$ cat config.mk
export PLATFORM = sky130hd
export DESIGN_NAME = vid422_pixel_seq
export DESIGN_NICKNAME = d
export VERILOG_FILES = /design/src/rtl/vsq_pkg.sv /design/src/rtl/vsq_host_regs.sv /design/src/rtl/vsq_sync_in.sv /design/src/rtl/vsq_line_timer.sv /design/src/rtl/vid422_pixel_seq.sv
export SDC_FILE = /design/constraint.sdc
export NUM_CORES = 1
export LEC_CHECK = 0
export BUFFER_PORTS_ARGS = -buffer_cell sky130_fd_sc_hd__buf_2
export CAP_MARGIN = 20
export CELL_PAD_IN_SITES_DETAIL_PLACEMENT = 1
export CELL_PAD_IN_SITES_GLOBAL_PLACEMENT = 1
export CORE_MARGIN = 4
export CORE_UTILIZATION = 45
export DETAILED_ROUTE_END_ITERATION = 16
export PLACE_DENSITY_LB_ADDON = 0.12
export SLEW_MARGIN = 20
export SYNTH_ARGS = -nofsm -noshare
export SYNTH_HDL_FRONTEND = slang
export SYNTH_SLANG_ARGS = --single-unit
$ cat constraint.sdc
create_clock -name clk -period 6.2 [get_ports clk]
set_input_delay 1.24 -clock clk [delete_from_list [all_inputs] [get_ports clk]]
set_output_delay 1.24 -clock clk [all_outputs]
set_load 0.1 [all_outputs]
$ cat src/rtl/vsq_pkg.sv
// Shared types and helpers for the 4:2:2 pixel sequencer.
// Assumes byte-wide samples; phase codes count downward through the interleave.
package vsq_pkg;

    localparam int BYTE_W = 8;
    localparam logic [BYTE_W-1:0] BLANK_CHROMA = 8'h80;
    localparam logic [BYTE_W-1:0] BLANK_LUMA   = 8'h10;

    // Interleave phases; the sequencer decrements, giving Cb, Y, Cr, Y2.
    typedef enum logic [1:0] {
        PH_CR = 2'd0,
        PH_Y  = 2'd1,
        PH_CB = 2'd2,
        PH_Y2 = 2'd3
    } phase_e;

    // Host control word, register 0 bits [4:0].
    typedef struct packed {
        logic [1:0] ovr_mode;
        logic       chroma_flip;
        logic       code_en;
        logic       sync_low;
    } ctrl_t;

    // Word of a four-word timing reference at position idx.
    function automatic logic [BYTE_W-1:0] ref_word(input logic [1:0] idx,
                                                   input logic f,
                                                   input logic v,
                                                   input logic h);
        case (idx)
            2'd0:    ref_word = 8'hFF;
            2'd3:    ref_word = {1'b1, f, v, h, v ^ h, f ^ h, f ^ v, f ^ v ^ h};
            default: ref_word = 8'h00;
        endcase
    endfunction

endpackage

$ cat src/rtl/vsq_host_regs.sv
// Host-written control registers.
// Assumes the write data width covers bit 14 (normal width field).
module vsq_host_regs #(
    parameter int HOST_AW = 2,
    parameter int HOST_DW = 16,
    parameter int COL_W   = 12,
    parameter int UNIT_W  = 7
) (
    input  logic                clk,
    input  logic                rst_n,
    input  logic                we,
    input  logic [HOST_AW-1:0]  addr,
    input  logic [HOST_DW-1:0]  wdata,
    output vsq_pkg::ctrl_t      ctrl,
    output logic [1:0]          phase_rst,
    output logic [COL_W-1:0]    start_col,
    output logic [UNIT_W-1:0]   ovr_units,
    output logic [UNIT_W-1:0]   norm_units
);
    localparam int NORM_LSB = 8;

    logic unused_wbits;
    assign unused_wbits = ^wdata;

    // Register file update on host writes.
    always_ff @(posedge clk) begin
        if (!rst_n) begin
            ctrl       <= '0;
            phase_rst  <= '0;
            start_col  <= '0;
            ovr_units  <= '0;
            norm_units <= '0;
        end else if (we) begin
            case (addr)
                HOST_AW'(0): ctrl      <= vsq_pkg::ctrl_t'(wdata[4:0]);
                HOST_AW'(1): phase_rst <= wdata[1:0];
                HOST_AW'(2): start_col <= wdata[COL_W-1:0];
                default: begin
                    ovr_units  <= wdata[UNIT_W-1:0];
                    norm_units <= wdata[NORM_LSB+UNIT_W-1:NORM_LSB];
                end
            endcase
        end
    end

endmodule

$ cat src/rtl/vsq_sync_in.sv
// Polarity correction, multi-flop synchroniser and rise detector for one sync input.
// Assumes the raw input is asynchronous to clk; level is STAGES clocks late.
module vsq_sync_in #(
    parameter int STAGES = 2
) (
    input  logic clk,
    input  logic rst_n,
    input  logic raw,
    input  logic invert,
    output logic level,
    output logic rise
);
    logic [STAGES:0] chain;

    // Shift the corrected input through the synchroniser and one history flop.
    always_ff @(posedge clk) begin
        if (!rst_n) chain <= '0;
        else        chain <= {chain[STAGES-1:0], raw ^ invert};
    end

    assign level = chain[STAGES-1];
    assign rise  = chain[STAGES-1] & ~chain[STAGES];

endmodule

$ cat src/rtl/vsq_line_timer.sv
// Column counter, interleave phase, field flag and window decode for one line.
// Assumes width_px is a multiple of 8; the column counter saturates (idle) at all ones.
module vsq_line_timer #(
    parameter int COL_W = 12
) (
    input  logic               clk,
    input  logic               rst_n,
    input  logic               hload,
    input  logic               vlevel,
    input  logic               vrise,
    input  logic               code_en,
    input  logic [1:0]         phase_rst,
    input  logic [COL_W-1:0]   start_col,
    input  logic [COL_W:0]     width_px,
    output vsq_pkg::phase_e    phase,
    output logic               act,
    output logic               code_on,
    output logic               code_h,
    output logic [1:0]         code_idx,
    output logic               field
);
    localparam int EXT_W = COL_W + 2;
    localparam logic [EXT_W-1:0] REF_LEN = EXT_W'(4);

    logic [COL_W-1:0] col_q;
    logic             live;
    logic [EXT_W-1:0] col_e, start_e, end_e;
    logic             in_act, in_sav, in_eav;

    assign live = (col_q != '1);

    // Column count and phase: reload on horizontal sync, else advance.
    always_ff @(posedge clk) begin
        if (!rst_n) begin
            col_q <= '1;
            phase <= vsq_pkg::PH_CR;
        end else if (hload) begin
            col_q <= '0;
            phase <= vsq_pkg::phase_e'(phase_rst);
        end else begin
            phase <= vsq_pkg::phase_e'(phase - 2'd1);
            if (live) col_q <= col_q + 1'b1;
        end
    end

    // Field flag toggles on each vertical sync onset.
    always_ff @(posedge clk) begin
        if (!rst_n)     field <= 1'b0;
        else if (vrise) field <= ~field;
    end

    // Window decode against the programmed start and width.
    always_comb begin
        col_e    = EXT_W'(col_q);
        start_e  = EXT_W'(start_col);
        end_e    = start_e + EXT_W'(width_px);
        in_act   = (col_e >= start_e) && (col_e < end_e);
        in_sav   = (col_e + REF_LEN >= start_e) && (col_e < start_e);
        in_eav   = (col_e >= end_e) && (col_e < end_e + REF_LEN);
        act      = live & ~vlevel & in_act;
        code_on  = code_en & live & ~in_act & (in_sav | in_eav);
        code_h   = in_eav;
        code_idx = col_q[1:0] - start_col[1:0];
    end

endmodule

$ cat src/rtl/vid422_pixel_seq.sv
// Top of the 4:2:2 pixel sequencer: syncs in, host controls, byte stream out.
// Assumes pix_data is presented with pix_valid and taken when pix_ready is high.
module vid422_pixel_seq #(
    parameter int HOST_AW   = 2,
    parameter int HOST_DW   = 16,
    parameter int COL_W     = 12,
    parameter int UNIT_W    = 7,
    parameter int SYNC_STG  = 2
) (
    input  logic               clk,
    input  logic               rst_n,
    input  logic               host_we,
    input  logic [HOST_AW-1:0] host_addr,
    input  logic [HOST_DW-1:0] host_wdata,
    input  logic               hsync_in,
    input  logic               vsync_in,
    input  logic               pix_valid,
    input  logic [7:0]         pix_data,
    output logic               pix_ready,
    output logic [7:0]         vid_data,
    output logic               vid_act
);
    import vsq_pkg::*;

    localparam int N_SYNC = 2;

    ctrl_t              cfg;
    logic [1:0]         phase_rst_w;
    logic [COL_W-1:0]   start_col_w;
    logic [UNIT_W-1:0]  ovr_units, norm_units, units_sel;
    logic [COL_W:0]     width_px;
    logic [N_SYNC-1:0]  sync_raw, sync_lvl, sync_rise;
    logic               unused_hlvl;
    phase_e             phase_w;
    logic               act_w, code_on, code_h, field_w, is_chroma;
    logic [1:0]         code_idx;
    logic [7:0]         byte_nxt;

    vsq_host_regs #(
        .HOST_AW(HOST_AW), .HOST_DW(HOST_DW), .COL_W(COL_W), .UNIT_W(UNIT_W)
    ) u_regs (
        .clk(clk), .rst_n(rst_n), .we(host_we), .addr(host_addr), .wdata(host_wdata),
        .ctrl(cfg), .phase_rst(phase_rst_w), .start_col(start_col_w),
        .ovr_units(ovr_units), .norm_units(norm_units)
    );

    assign sync_raw = {vsync_in, hsync_in};

    for (genvar g = 0; g < N_SYNC; g++) begin : g_sync
        vsq_sync_in #(.STAGES(SYNC_STG)) u_sync (
            .clk(clk), .rst_n(rst_n), .raw(sync_raw[g]), .invert(cfg.sync_low),
            .level(sync_lvl[g]), .rise(sync_rise[g])
        );
    end

    assign unused_hlvl = sync_lvl[0];

    // Width source: override width only for override modes 01 and 10.
    always_comb begin
        units_sel = (cfg.ovr_mode == 2'b01 || cfg.ovr_mode == 2'b10) ? ovr_units : norm_units;
        width_px  = (COL_W+1)'({units_sel, 3'b000});
    end

    vsq_line_timer #(.COL_W(COL_W)) u_tim (
        .clk(clk), .rst_n(rst_n), .hload(sync_rise[0]), .vlevel(sync_lvl[1]),
        .vrise(sync_rise[1]), .code_en(cfg.code_en), .phase_rst(phase_rst_w),
        .start_col(start_col_w), .width_px(width_px), .phase(phase_w), .act(act_w),
        .code_on(code_on), .code_h(code_h), .code_idx(code_idx), .field(field_w)
    );

    assign pix_ready = act_w;
    assign is_chroma = (phase_w == PH_CB) || (phase_w == PH_CR);

    // Next output byte: sample, timing reference word or blanking level.
    always_comb begin
        byte_nxt = is_chroma ? BLANK_CHROMA : BLANK_LUMA;
        if (act_w) begin
            if (pix_valid) byte_nxt = pix_data ^ {cfg.chroma_flip & is_chroma, 7'b0};
        end else if (code_on) begin
            byte_nxt = ref_word(code_idx, field_w, sync_lvl[1], code_h);
        end
    end

    // Output register.
    always_ff @(posedge clk) begin
        if (!rst_n) begin
            vid_data <= BLANK_LUMA;
            vid_act  <= 1'b0;
        end else begin
            vid_data <= byte_nxt;
            vid_act  <= act_w & pix_valid;
        end
    end

endmodule

==> flow_summary.html, run 1 <==
<table>
<tr><th>Metric</th><th>Value</th></tr>
<tr><th colspan="2">Clock tree</th></tr>
<tr><td>Max Buffers Root-to-Sink</td><td>2</td></tr>
<tr><td>Post-cts resize count</td><td>0</td></tr>
<tr><td>Worst-skew pair later-pin latency</td><td>0.35 ns</td></tr>
<tr><td>CTS Sinks</td><td>63</td></tr>
<tr><td>Cts-stage hold buffer count</td><td>0</td></tr>
<tr><td>Root Driver</td><td>sky130_fd_sc_hd__clkbuf_8</td></tr>
<tr><td>Clk pin slew, worst setup/hold paths</td><td>0.07 ns</td></tr>
<tr><td>Post-CTS Setup Repair Bufs</td><td>0</td></tr>
<tr><td>H-tree levels</td><td>3</td></tr>
<tr><td>Number of clock buffers inserted by TritonCTS</td><td>9</td></tr>
<tr><td>CTS tree</td><td>done</td></tr>
<tr><th colspan="2">Routing</th></tr>
<tr><td>Routed wire length</td><td>11.5 mm</td></tr>
<tr><td>Router iterations before antenna repair</td><td>4</td></tr>
<tr><td>Per-cell via count in the routed design</td><td>5.57</td></tr>
<tr><td>Starting DRT DRC Count</td><td>126</td></tr>
<tr><td>DR DRC count</td><td>0</td></tr>
<tr><td>Via count</td><td>3913</td></tr>
<tr><td>DRT antenna net count</td><td>0</td></tr>
<tr><td>Drt wl/cell</td><td>16.4 µm</td></tr>
<tr><th colspan="2">Placed design</th></tr>
<tr><td>Number of I/O port buffers</td><td>40</td></tr>
<tr><td># placed instances</td><td>688</td></tr>
<tr><td>Final weighted congestion in routability-driven placement</td><td>0.804</td></tr>
<tr><td>HPWL reported at the end of detailed placement</td><td>9.30 mm</td></tr>
<tr><th colspan="2">Floorplanning</th></tr>
<tr><td>Placeable core region</td><td>9370 µm²</td></tr>
<tr><td>Die width</td><td>107 µm</td></tr>
<tr><td>Vert. Die Dim</td><td>107 µm</td></tr>
<tr><td>Number of rows created at floorplan</td><td>35</td></tr>
<tr><td>Die Footprint</td><td>11400 µm²</td></tr>
<tr><td>IO Count</td><td>42</td></tr>
<tr><td>Initial Utilization</td><td>47.0%</td></tr>
<tr><th colspan="2">Timing</th></tr>
<tr><td>Post-route worst hold slack</td><td>0.439 ns</td></tr>
<tr><td>Number of setup violations in the final report</td><td>0</td></tr>
<tr><td>Number of pins with negative max-slew slack in the final report</td><td>0</td></tr>
<tr><td>Achievable clock frequency</td><td>0.173 GHz</td></tr>
<tr><td>Actual slew at the worst max-slew pin</td><td>1.05 ns</td></tr>
<tr><td>Total negative setup slack</td><td>0 ns</td></tr>
<tr><td>Worst max-slew margin expressed relative to the limit</td><td>30.0%</td></tr>
<tr><td>Final worst path period share</td><td>93.5%</td></tr>
<tr><td>Final critical path time including I/O delays and setup</td><td>5.80 ns</td></tr>
<tr><td>Worst Clk Skew</td><td>0.0131 ns</td></tr>
<tr><td>Final Hold Violating Endpoints</td><td>0</td></tr>
<tr><td>Setup repair after global routing missed its margin</td><td>no</td></tr>
<tr><th colspan="2">Worst setup path</th></tr>
<tr><td>CP peak stage delay</td><td>0.38 ns</td></tr>
<tr><td>Critical Path Start Type</td><td>flop</td></tr>
<tr><td>Number of buffer and inverter stages on the critical path</td><td>3</td></tr>
<tr><td>Critical Path AT</td><td>4.56 ns</td></tr>
<tr><td>Reg-to-Reg Start</td><td>u_regs.ctrl[4]</td></tr>
<tr><td>Endpoint required time on the critical path</td><td>4.96 ns</td></tr>
<tr><td>Ordered cell list for the critical path</td><td>xnor2_1 &gt; buf_4 &gt; nand2_1 &gt; nand2_1 &gt; ha_1 &gt; inv_1 &gt; fa_1 &gt; nand2b_1 &gt; nand2b_1 &gt; a21oi_1 &gt; xor2_2 &gt; ha_1 &gt; a21o_1 &gt; a211oi_1 &gt; o21ai_0 &gt; a211oi_2 &gt; and2_2 &gt; clkbuf_4</td></tr>
<tr><td>Critical path start-end classification</td><td>flop to primary output</td></tr>
<tr><td>Critical Path Source</td><td>u_regs.ctrl[3]</td></tr>
<tr><td>CP top delay family</td><td>compound AO/OA/AOI/OAI gates</td></tr>
<tr><td>Cell with the largest stage delay on the worst path</td><td>sky130_fd_sc_hd__dfxtp_1</td></tr>
<tr><td>Endpoint class of the critical path</td><td>primary output</td></tr>
<tr><td>Top fanout value on the critical path</td><td>9</td></tr>
<tr><th colspan="2">Worst hold path</th></tr>
<tr><td>Type of the most critical hold path</td><td>flop to flop</td></tr>
<tr><td>Hold path startpoint</td><td>g_sync[0].u_sync.chain[0]</td></tr>
<tr><th colspan="2">Yosys</th></tr>
<tr><td>Biggest area consumer among synthesized cells</td><td>sky130_fd_sc_hd__dfxtp_1</td></tr>
<tr><td>Multiplexer share of the synthesized area</td><td>2.27%</td></tr>
<tr><td>Share of synthesized cell area in full adder, half adder and majority cells</td><td>16.2%</td></tr>
<tr><td>Dominant combinational cell family by area after synthesis</td><td>simple AND/OR/NAND/NOR gates</td></tr>
<tr><td>Syn Inst Count</td><td>533</td></tr>
<tr><td>Post-synthesis net count</td><td>621</td></tr>
<tr><td>Total of warnings raised by yosys</td><td>0</td></tr>
<tr><td>Synth Area in Compound Gates</td><td>20.1%</td></tr>
<tr><td>Number of different library cells in the post-synthesis netlist</td><td>66</td></tr>
<tr><td>XOR/XNOR share of the synthesized area</td><td>7.75%</td></tr>
<tr><td>Post-synth top area share</td><td>28.6%</td></tr>
<tr><td>Fraction of registers with async set/reset</td><td>0%</td></tr>
<tr><td>Sequential element share of the synthesized area</td><td>28.6%</td></tr>
<tr><td>Netlist area before placement</td><td>4410 µm²</td></tr>
<tr><td>Fraction of the mapped netlist area in simple logic gates</td><td>21.0%</td></tr>
<tr><td>Count of state elements after synthesis</td><td>63</td></tr>
<tr><td>Mean instance size in the synthesized netlist</td><td>8.27 µm²</td></tr>
<tr><td>Top FF cell, synth</td><td>sky130_fd_sc_hd__dfxtp_1</td></tr>
<tr><td>Count of flip-flops with a built-in enable after synthesis</td><td>0</td></tr>
<tr><td>Top cells by area, synth</td><td>sky130_fd_sc_hd__dfxtp_1, sky130_fd_sc_hd__ha_1, sky130_fd_sc_hd__nand2_1, sky130_fd_sc_hd__xnor2_1, sky130_fd_sc_hd__a21oi_1</td></tr>
<tr><th colspan="2">GRT</th></tr>
<tr><td>Global route total overflow</td><td>0</td></tr>
<tr><td>Pin count of the biggest net entering global routing</td><td>42</td></tr>
<tr><td>Initial antenna violation count</td><td>0</td></tr>
<tr><td>Via count of the first global-routing pass</td><td>4179</td></tr>
<tr><td>Gr usage total</td><td>21.6%</td></tr>
<tr><td>Global-route wire length before repair</td><td>19.7 mm</td></tr>
<tr><th colspan="2">Final layout</th></tr>
<tr><td>Filler instances</td><td>1190</td></tr>
<tr><td>Synthesis-to-layout area growth</td><td>10.9%</td></tr>
<tr><td>Post-Layout Cell Count</td><td>703</td></tr>
<tr><td>Antenna diode count</td><td>0</td></tr>
<tr><td>Ratio of cells with drive above 1 in the final layout</td><td>13.6%</td></tr>
<tr><td># nets final</td><td>658</td></tr>
<tr><th colspan="2">Pwr</th></tr>
<tr><td>Max rail drop VDD</td><td>0.137 mV</td></tr>
<tr><td>Power per standard cell area</td><td>341 nW/µm²</td></tr>
<tr><td>Leakage power</td><td>2.01 nW</td></tr>
<tr><th colspan="2">Outcome</th></tr>
<tr><td>Status</td><td>completed</td></tr>
<tr><th colspan="2">Run</th></tr>
<tr><td>Max-cap violations</td><td>0</td></tr>
</table>
[cells in the final DEF (no fill, tap or decap), types with 4 or more instances in the layout]
cell | netlist | layout
sky130_fd_sc_hd__nor2b_1 | 5 | 5
sky130_fd_sc_hd__ha_1 | 54 | 54
sky130_fd_sc_hd__a21oi_1 | 46 | 46
sky130_fd_sc_hd__nor2_1 | 31 | 31
sky130_fd_sc_hd__a21o_1 | 7 | 7
sky130_fd_sc_hd__nand4_1 | 6 | 6
sky130_fd_sc_hd__nand3_1 | 15 | 15
sky130_fd_sc_hd__mux2i_1 | 10 | 10
sky130_fd_sc_hd__nor3_1 | 7 | 7
sky130_fd_sc_hd__clkbuf_8 | 0 | 9
sky130_fd_sc_hd__inv_1 | 28 | 28
sky130_fd_sc_hd__nand2_1 | 92 | 92
sky130_fd_sc_hd__o21a_1 | 4 | 4
sky130_fd_sc_hd__and3_1 | 9 | 9
sky130_fd_sc_hd__dfxtp_1 | 63 | 63
sky130_fd_sc_hd__xor2_1 | 12 | 11
sky130_fd_sc_hd__a211oi_1 | 5 | 5
sky130_fd_sc_hd__o21ai_0 | 25 | 25
sky130_fd_sc_hd__o2111ai_1 | 4 | 4
sky130_fd_sc_hd__buf_2 | 1 | 39
sky130_fd_sc_hd__xnor2_1 | 27 | 27
sky130_fd_sc_hd__and2_1 | 5 | 4
[metal layers]
metal | GRT usage (%) | up-vias | routed length [µm]
li1 | - | 1950 | -
met1 | 26.1 | 1906 | 5200
met2 | 38.9 | 44 | 5880
met3 | 4.09 | 13 | 320
met4 | 5.84 | 0 | 146
met5 | 0 | - | 0
[synthesized netlist by cell type, types with 7 or more instances]
library cell               number
sky130_fd_sc_hd__and3_1         9
sky130_fd_sc_hd__xor2_1        12
sky130_fd_sc_hd__clkbuf_1      12
sky130_fd_sc_hd__mux2i_1       10
sky130_fd_sc_hd__o21ai_0       25
sky130_fd_sc_hd__a21oi_1       46
sky130_fd_sc_hd__nand3_1       15
sky130_fd_sc_hd__a21o_1         7
sky130_fd_sc_hd__dfxtp_1       63
sky130_fd_sc_hd__nor2_1        31
sky130_fd_sc_hd__ha_1          54
sky130_fd_sc_hd__nor3_1         7
sky130_fd_sc_hd__nand2_1       92
sky130_fd_sc_hd__xnor2_1       27
sky130_fd_sc_hd__inv_1         28
[where the power goes]
group / internal [mW] / switching, mW
clock: 0.143 / 0.166
sequential: 0.452 / 0.0915
combinational: 0.345 / 0.467
[path summary, 6_finish.rpt]
check / to / slack, ns / cells after the start
worst min-delay path: g_sync[0].u_sync.chain[1] / 0.44 / 1
worst max-delay path: pix_ready / 0.40 / 18
worst min register to register: g_sync[0].u_sync.chain[1] / 0.44 / 1
worst max register to register: vid_data[3] / 0.87 / 20
[cells by family (layout without fill, tap and decap cells)]
| logic type | after synthesis | after routing |
|---|---|---|
| xor+xnor | 39 | 39 |
| fa+ha+maj | 56 | 56 |
| flops | 63 | 63 |
| simple gates | 193 | 193 |
| mux | 10 | 10 |
| buf+inv | 45 | 86 |
| compound gates | 127 | 127 |
[final cells by class]
| class | instances | area [µm²] | area share [%] |
|---|---|---|---|
| clock buffers | 12 | 135 | 2.77 |
| multi-input cells | 425 | 2980 | 60.9 |
| flip-flops and latches | 63 | 1260 | 25.8 |
| inverters | 28 | 105 | 2.15 |
| clock inverters | 3 | 21.3 | 0.435 |
| well taps | 129 | 161 | 3.30 |
| repair buffers | 43 | 225 | 4.61 |
[worst reg2reg max path, stage by stage, from the launching register on]
cell and delay (ns):
sky130_fd_sc_hd__dfxtp_1 0.38, sky130_fd_sc_hd__xor2_1 0.20, sky130_fd_sc_hd__buf_4 0.17, sky130_fd_sc_hd__nand2_1 0.06, sky130_fd_sc_hd__nand2_1 0.08, sky130_fd_sc_hd__ha_1 0.25, sky130_fd_sc_hd__a21o_1 0.20, sky130_fd_sc_hd__a21oi_1 0.22
sky130_fd_sc_hd__xnor2_1 0.22, sky130_fd_sc_hd__inv_1 0.13, sky130_fd_sc_hd__or4_1 0.57, sky130_fd_sc_hd__xnor2_1 0.17, sky130_fd_sc_hd__ha_1 0.21, sky130_fd_sc_hd__or3_1 0.37, sky130_fd_sc_hd__a2111oi_0 0.69, sky130_fd_sc_hd__nor3_1 0.16
sky130_fd_sc_hd__o221ai_1 0.25, sky130_fd_sc_hd__a31oi_2 0.12, sky130_fd_sc_hd__o22ai_4 0.26, sky130_fd_sc_hd__nand3_2 0.19, sky130_fd_sc_hd__o311ai_1 0.33
[per-stage QoR]
step	area [µm²]	power [mW]	utilization, %	worst slack [ns]
2_1_floorplan	4410	1.15	-	1.19
5_1_grt	4880	1.82	52.1	0.0564
4_1_cts	4870	1.68	52.0	0.000576
6_report	4880	1.66	52.1	0.403
3_3_place_gp	4720	1.31	50.3	0.531
3_5_place_dp	4720	1.36	50.3	0.407
[flip-flops by register name, summed over array words and instances, names as in the netlist]
signal / flops
u_regs.ovr_units: 7
u_tim.col_q: 12
u_tim.phase: 2
u_regs.start_col: 12
g_sync.u_sync.chain: 6
u_regs.norm_units: 7
vid_data: 8
u_regs.ctrl: 5
u_regs.phase_rst: 2
u_tim.field: 1
vid_act: 1
Power figures use the tool's default switching activity.
==> run 2: changes to the inputs <==
- GPL_TIMING_DRIVEN: default -> 0
==> flow_summary.html, run 2 (synthesized netlist as in run 1, its figures left out) <==
<table>
<tr><th>Metric</th><th>Value</th></tr>
<tr><th colspan="2">Final layout</th></tr>
<tr><td>Largest registers ranked by flip-flop count</td><td>u_regs.start_col: 12 flops, u_tim.col_q: 12 flops, vid_data: 8 flops</td></tr>
<tr><td># nets final</td><td>673 (+2.3%)</td></tr>
<tr><td>Synthesis-to-layout area growth</td><td>13.6%</td></tr>
<tr><td>Antenna diode count</td><td>0 (unchanged)</td></tr>
<tr><td>Post-Route Utilization</td><td>53.4% (+1.3 points)</td></tr>
<tr><td>Ratio of cells with drive above 1 in the final layout</td><td>14.6% (+0.99 points)</td></tr>
<tr><td>Most frequent cells in the layout</td><td>sky130_fd_sc_hd__nand2_1, sky130_fd_sc_hd__dfxtp_1, sky130_fd_sc_hd__ha_1</td></tr>
<tr><td>Post-Layout Inst Area</td><td>5000 µm² (+2.5%)</td></tr>
<tr><td>Most common library cell in the layout ignoring fill and taps</td><td>sky130_fd_sc_hd__nand2_1</td></tr>
<tr><td>Post-Layout Cell Count</td><td>719 (+2.3%)</td></tr>
<tr><th colspan="2">Worst setup path</th></tr>
<tr><td>CP peak stage delay</td><td>0.45 ns (+0.07 ns)</td></tr>
<tr><td>RR Endpoint</td><td>vid_data[3]</td></tr>
<tr><td>Critical Path AT</td><td>4.66 ns (+0.10 ns)</td></tr>
<tr><td>Setup slack, reg-to-reg</td><td>0.88 ns (about the same)</td></tr>
<tr><td>Reg2Reg Depth</td><td>19 (-5.0%)</td></tr>
<tr><td>Cell with the largest stage delay on the worst path</td><td>sky130_fd_sc_hd__dfxtp_2</td></tr>
<tr><td>Critical path start-end classification</td><td>flop to primary output</td></tr>
<tr><td>CP top delay family</td><td>compound AO/OA/AOI/OAI gates</td></tr>
<tr><td>Number of buffer and inverter stages on the critical path</td><td>3 (unchanged)</td></tr>
<tr><td>Critical Path Start Type</td><td>flop</td></tr>
<tr><td>Endpoint required time on the critical path</td><td>4.96 ns (about the same)</td></tr>
<tr><td>Endpoint class of the critical path</td><td>primary output</td></tr>
<tr><td>Ordered cell list for the critical path</td><td>xor2_4 &gt; nand2_1 &gt; nand2_1 &gt; ha_1 &gt; inv_1 &gt; fa_1 &gt; nand2b_1 &gt; nand2b_1 &gt; a21oi_1 &gt; xor2_2 &gt; ha_1 &gt; nand3_1 &gt; a21oi_1 &gt; a211oi_1 &gt; o21ai_0 &gt; a211oi_2 &gt; and2_1 &gt; buf_6 &gt; clkbuf_4</td></tr>
<tr><td>Top fanout value on the critical path</td><td>9 (unchanged)</td></tr>
<tr><td>Reg-to-Reg Start</td><td>u_regs.ctrl[3]</td></tr>
<tr><th colspan="2">Floorplanning</th></tr>
<tr><td>Die Footprint</td><td>11400 µm² (unchanged)</td></tr>
<tr><td>Placeable core region</td><td>9370 µm² (unchanged)</td></tr>
<tr><td>Die width</td><td>107 µm (unchanged)</td></tr>
<tr><td>IO Count</td><td>42 (unchanged)</td></tr>
<tr><td>Initial Utilization</td><td>47.0% (unchanged)</td></tr>
<tr><td>Vert. Die Dim</td><td>107 µm (unchanged)</td></tr>
<tr><td>Number of rows created at floorplan</td><td>35 (unchanged)</td></tr>
<tr><th colspan="2">GRT</th></tr>
<tr><td>Gr usage total</td><td>22.6% (+1.0 points)</td></tr>
<tr><td>Initial antenna violation count</td><td>0 (unchanged)</td></tr>
<tr><td>Pin count of the biggest net entering global routing</td><td>13 (-69%)</td></tr>
<tr><td>Global-route wire length before repair</td><td>20.5 mm (+3.9%)</td></tr>
<tr><td>Global route total overflow</td><td>0 (unchanged)</td></tr>
<tr><td>Via count of the first global-routing pass</td><td>4295 (+2.8%)</td></tr>
<tr><th colspan="2">Placed design</th></tr>
<tr><td>HPWL reported at the end of detailed placement</td><td>9.62 mm (+3.4%)</td></tr>
<tr><td>Standard cell area after detailed placement</td><td>4760 µm² (+0.96%)</td></tr>
<tr><td>Number of I/O port buffers</td><td>39 (-2.5%)</td></tr>
<tr><td># placed instances</td><td>701 (+1.9%)</td></tr>
<tr><td>Final weighted congestion in routability-driven placement</td><td>0.810 (+0.75%)</td></tr>
<tr><td>Worst setup timing slack at the placement stage</td><td>0.149 ns (-0.258 ns)</td></tr>
<tr><th colspan="2">Worst hold path</th></tr>
<tr><td>Type of the most critical hold path</td><td>flop to flop</td></tr>
<tr><td>Number of instances on the worst hold path</td><td>1 (unchanged)</td></tr>
<tr><td>Destination of the worst hold path</td><td>g_sync[0].u_sync.chain[1]</td></tr>
<tr><td>Hold path startpoint</td><td>g_sync[0].u_sync.chain[0]</td></tr>
<tr><th colspan="2">Pwr</th></tr>
<tr><td>Max rail drop VDD</td><td>0.136 mV (-0.88%)</td></tr>
<tr><td>Portion of total power attributed to combinational logic</td><td>49.5% (+0.7 points)</td></tr>
<tr><td>Net Sw Power</td><td>759 µW (+4.9%)</td></tr>
<tr><td>Power per standard cell area</td><td>342 nW/µm² (+0.44%)</td></tr>
<tr><td>Leakage power</td><td>2.05 nW (+2.1%)</td></tr>
<tr><td>Part of the total power dissipated in sequential elements</td><td>31.1% (-1.6 points)</td></tr>
<tr><td>Internal Pwr Total</td><td>953 µW (+1.4%)</td></tr>
<tr><td>Fraction of power consumed by the clock network</td><td>19.4% (+0.8 points)</td></tr>
<tr><td>Sum of internal, switching and leakage power</td><td>1.71 mW (+2.9%)</td></tr>
<tr><td>Switching portion of total power</td><td>44.3% (+0.82 points)</td></tr>
<tr><th colspan="2">Routing</th></tr>
<tr><td>Router iterations before antenna repair</td><td>4 (unchanged)</td></tr>
<tr><td>Via count</td><td>3991 (+2.0%)</td></tr>
<tr><td>DRT antenna net count</td><td>0 (unchanged)</td></tr>
<tr><td>Starting DRT DRC Count</td><td>138 (+9.5%)</td></tr>
<tr><td>Drt wl/cell</td><td>16.8 µm (+2.6%)</td></tr>
<tr><td>Per-cell via count in the routed design</td><td>5.55 (-0.28%)</td></tr>
<tr><td>DR DRC count</td><td>0 (unchanged)</td></tr>
<tr><td>Routed wire length</td><td>12.1 mm (+5.0%)</td></tr>
<tr><th colspan="2">Clock tree</th></tr>
<tr><td>Root Driver</td><td>sky130_fd_sc_hd__clkbuf_8</td></tr>
<tr><td>Cts-stage hold buffer count</td><td>0 (unchanged)</td></tr>
<tr><td>Clk pin slew, worst setup/hold paths</td><td>0.08 ns (about the same)</td></tr>
<tr><td>H-tree levels</td><td>3 (unchanged)</td></tr>
<tr><td>Worst-skew pair later-pin latency</td><td>0.36 ns (about the same)</td></tr>
<tr><td>CTS tree</td><td>done</td></tr>
<tr><td>CTS Sinks</td><td>63 (unchanged)</td></tr>
<tr><td>Number of clock buffers inserted by TritonCTS</td><td>9 (unchanged)</td></tr>
<tr><td>Max Buffers Root-to-Sink</td><td>2 (unchanged)</td></tr>
<tr><th colspan="2">Timing</th></tr>
<tr><td>Worst Clk Skew</td><td>0.00871 ns (-0.00441 ns)</td></tr>
<tr><td>Achievable clock frequency</td><td>0.170 GHz (-1.7%)</td></tr>
<tr><td>Number of pins with negative max-slew slack in the final report</td><td>0 (unchanged)</td></tr>
<tr><td>Setup slack after layout</td><td>0.303 ns (-0.100 ns)</td></tr>
<tr><td>Actual slew at the worst max-slew pin</td><td>0.724 ns (-0.324 ns)</td></tr>
<tr><td>Worst max-slew margin expressed relative to the limit</td><td>50.5% (+20 points)</td></tr>
<tr><td>Final worst path period share</td><td>95.1% (+1.6 points)</td></tr>
<tr><td>Post-route worst hold slack</td><td>0.445 ns (+0.00624 ns)</td></tr>
<tr><td>Final critical path time including I/O delays and setup</td><td>5.90 ns (+0.100 ns)</td></tr>
<tr><td>Total negative setup slack</td><td>0 ns (unchanged)</td></tr>
<tr><td>Number of setup violations in the final report</td><td>0 (unchanged)</td></tr>
<tr><td>Final Hold Violating Endpoints</td><td>0 (unchanged)</td></tr>
<tr><th colspan="2">Outcome</th></tr>
<tr><td>Status</td><td>completed</td></tr>
<tr><th colspan="2">Run</th></tr>
<tr><td>Max-cap violations</td><td>0 (unchanged)</td></tr>
</table>
==> run 2: cell count changes in the layout (fill, tap and decap cells not counted), moves of 2 or more <==
cell	previous run	this run
sky130_fd_sc_hd__buf_1	0	3
sky130_fd_sc_hd__dfxtp_2	0	2
sky130_fd_sc_hd__clkbuf_1	3	12
sky130_fd_sc_hd__dfxtp_1	63	61
sky130_fd_sc_hd__clkinv_2	1	3
==> run 2: worst reg2reg max path, cell delays in order, from the launching register on <==
cell	delay (ns)
sky130_fd_sc_hd__dfxtp_2	0.45
sky130_fd_sc_hd__xor2_4	0.28
sky130_fd_sc_hd__nand2_1	0.09
sky130_fd_sc_hd__nand2_1	0.10
sky130_fd_sc_hd__ha_1	0.24
sky130_fd_sc_hd__a21o_1	0.18
sky130_fd_sc_hd__a21oi_1	0.25
sky130_fd_sc_hd__xnor2_1	0.22
sky130_fd_sc_hd__inv_1	0.12
sky130_fd_sc_hd__or4_1	0.57
sky130_fd_sc_hd__xnor2_1	0.16
sky130_fd_sc_hd__ha_1	0.20
sky130_fd_sc_hd__or3_1	0.35
sky130_fd_sc_hd__a2111oi_0	0.66
sky130_fd_sc_hd__nor3_1	0.17
sky130_fd_sc_hd__o221ai_1	0.26
sky130_fd_sc_hd__a31oi_2	0.13
sky130_fd_sc_hd__o22ai_4	0.28
sky130_fd_sc_hd__nand3_2	0.19
sky130_fd_sc_hd__o311ai_1	0.33
==> run 2: routing by layer <==
metal	global-route usage, %	share of wire (%)	up-vias
met3	4.46	3.3	9
met1	27.4	44	1936
met5	0	0	-
li1	-	-	1989
met2	40.9	51	57
met4	5.39	0.89	0
==> run 2: how the worst max path moves through the flow <==
stage               cells after the start            from  slack [ns]        end
floorplan                              17  u_regs.ctrl[4]        1.19  pix_ready
global placement                       19  u_regs.ctrl[3]        0.24  pix_ready
detailed placement                     19  u_regs.ctrl[3]        0.15  pix_ready
CTS                                    19  u_regs.ctrl[3]        0.01  pix_ready
global route                           19  u_regs.ctrl[3]       -0.04  pix_ready
finish                                 19  u_regs.ctrl[3]        0.30  pix_ready
==> run 2: final cells by class <==
| cell class | count | area, µm² |
|---|---|---|
| buffer | 17 | 72.6 |
| clock buffer | 9 | 124 |
| clock inverter | 7 | 48.8 |
| fill | 1189 | 4370 |
| inverter | 28 | 105 |
| multi-input combinational | 425 | 3020 |
| sequential | 63 | 1260 |
| tap | 129 | 161 |
| timing repair buffer | 41 | 213 |
==> run 2: timing repair <==
action,in CTS,in global routing
buffers inserted,0,2
pin swaps,0,1
endpoints found under the setup margin,1,1
hold endpoints to repair,0,0
gates resized for setup,3,5
==> run 2: power by group through the flow <==
stage / clock (mW) / sequential [mW] / combinational [mW]
finish: 0.332 / 0.532 / 0.848
global route: 0.362 / 0.544 / 0.960
CTS: 0.337 / 0.531 / 0.850
detailed placement: 0 / 0.540 / 0.836
global placement: 0 / 0.535 / 0.778
floorplan: 0 / 0.540 / 0.611
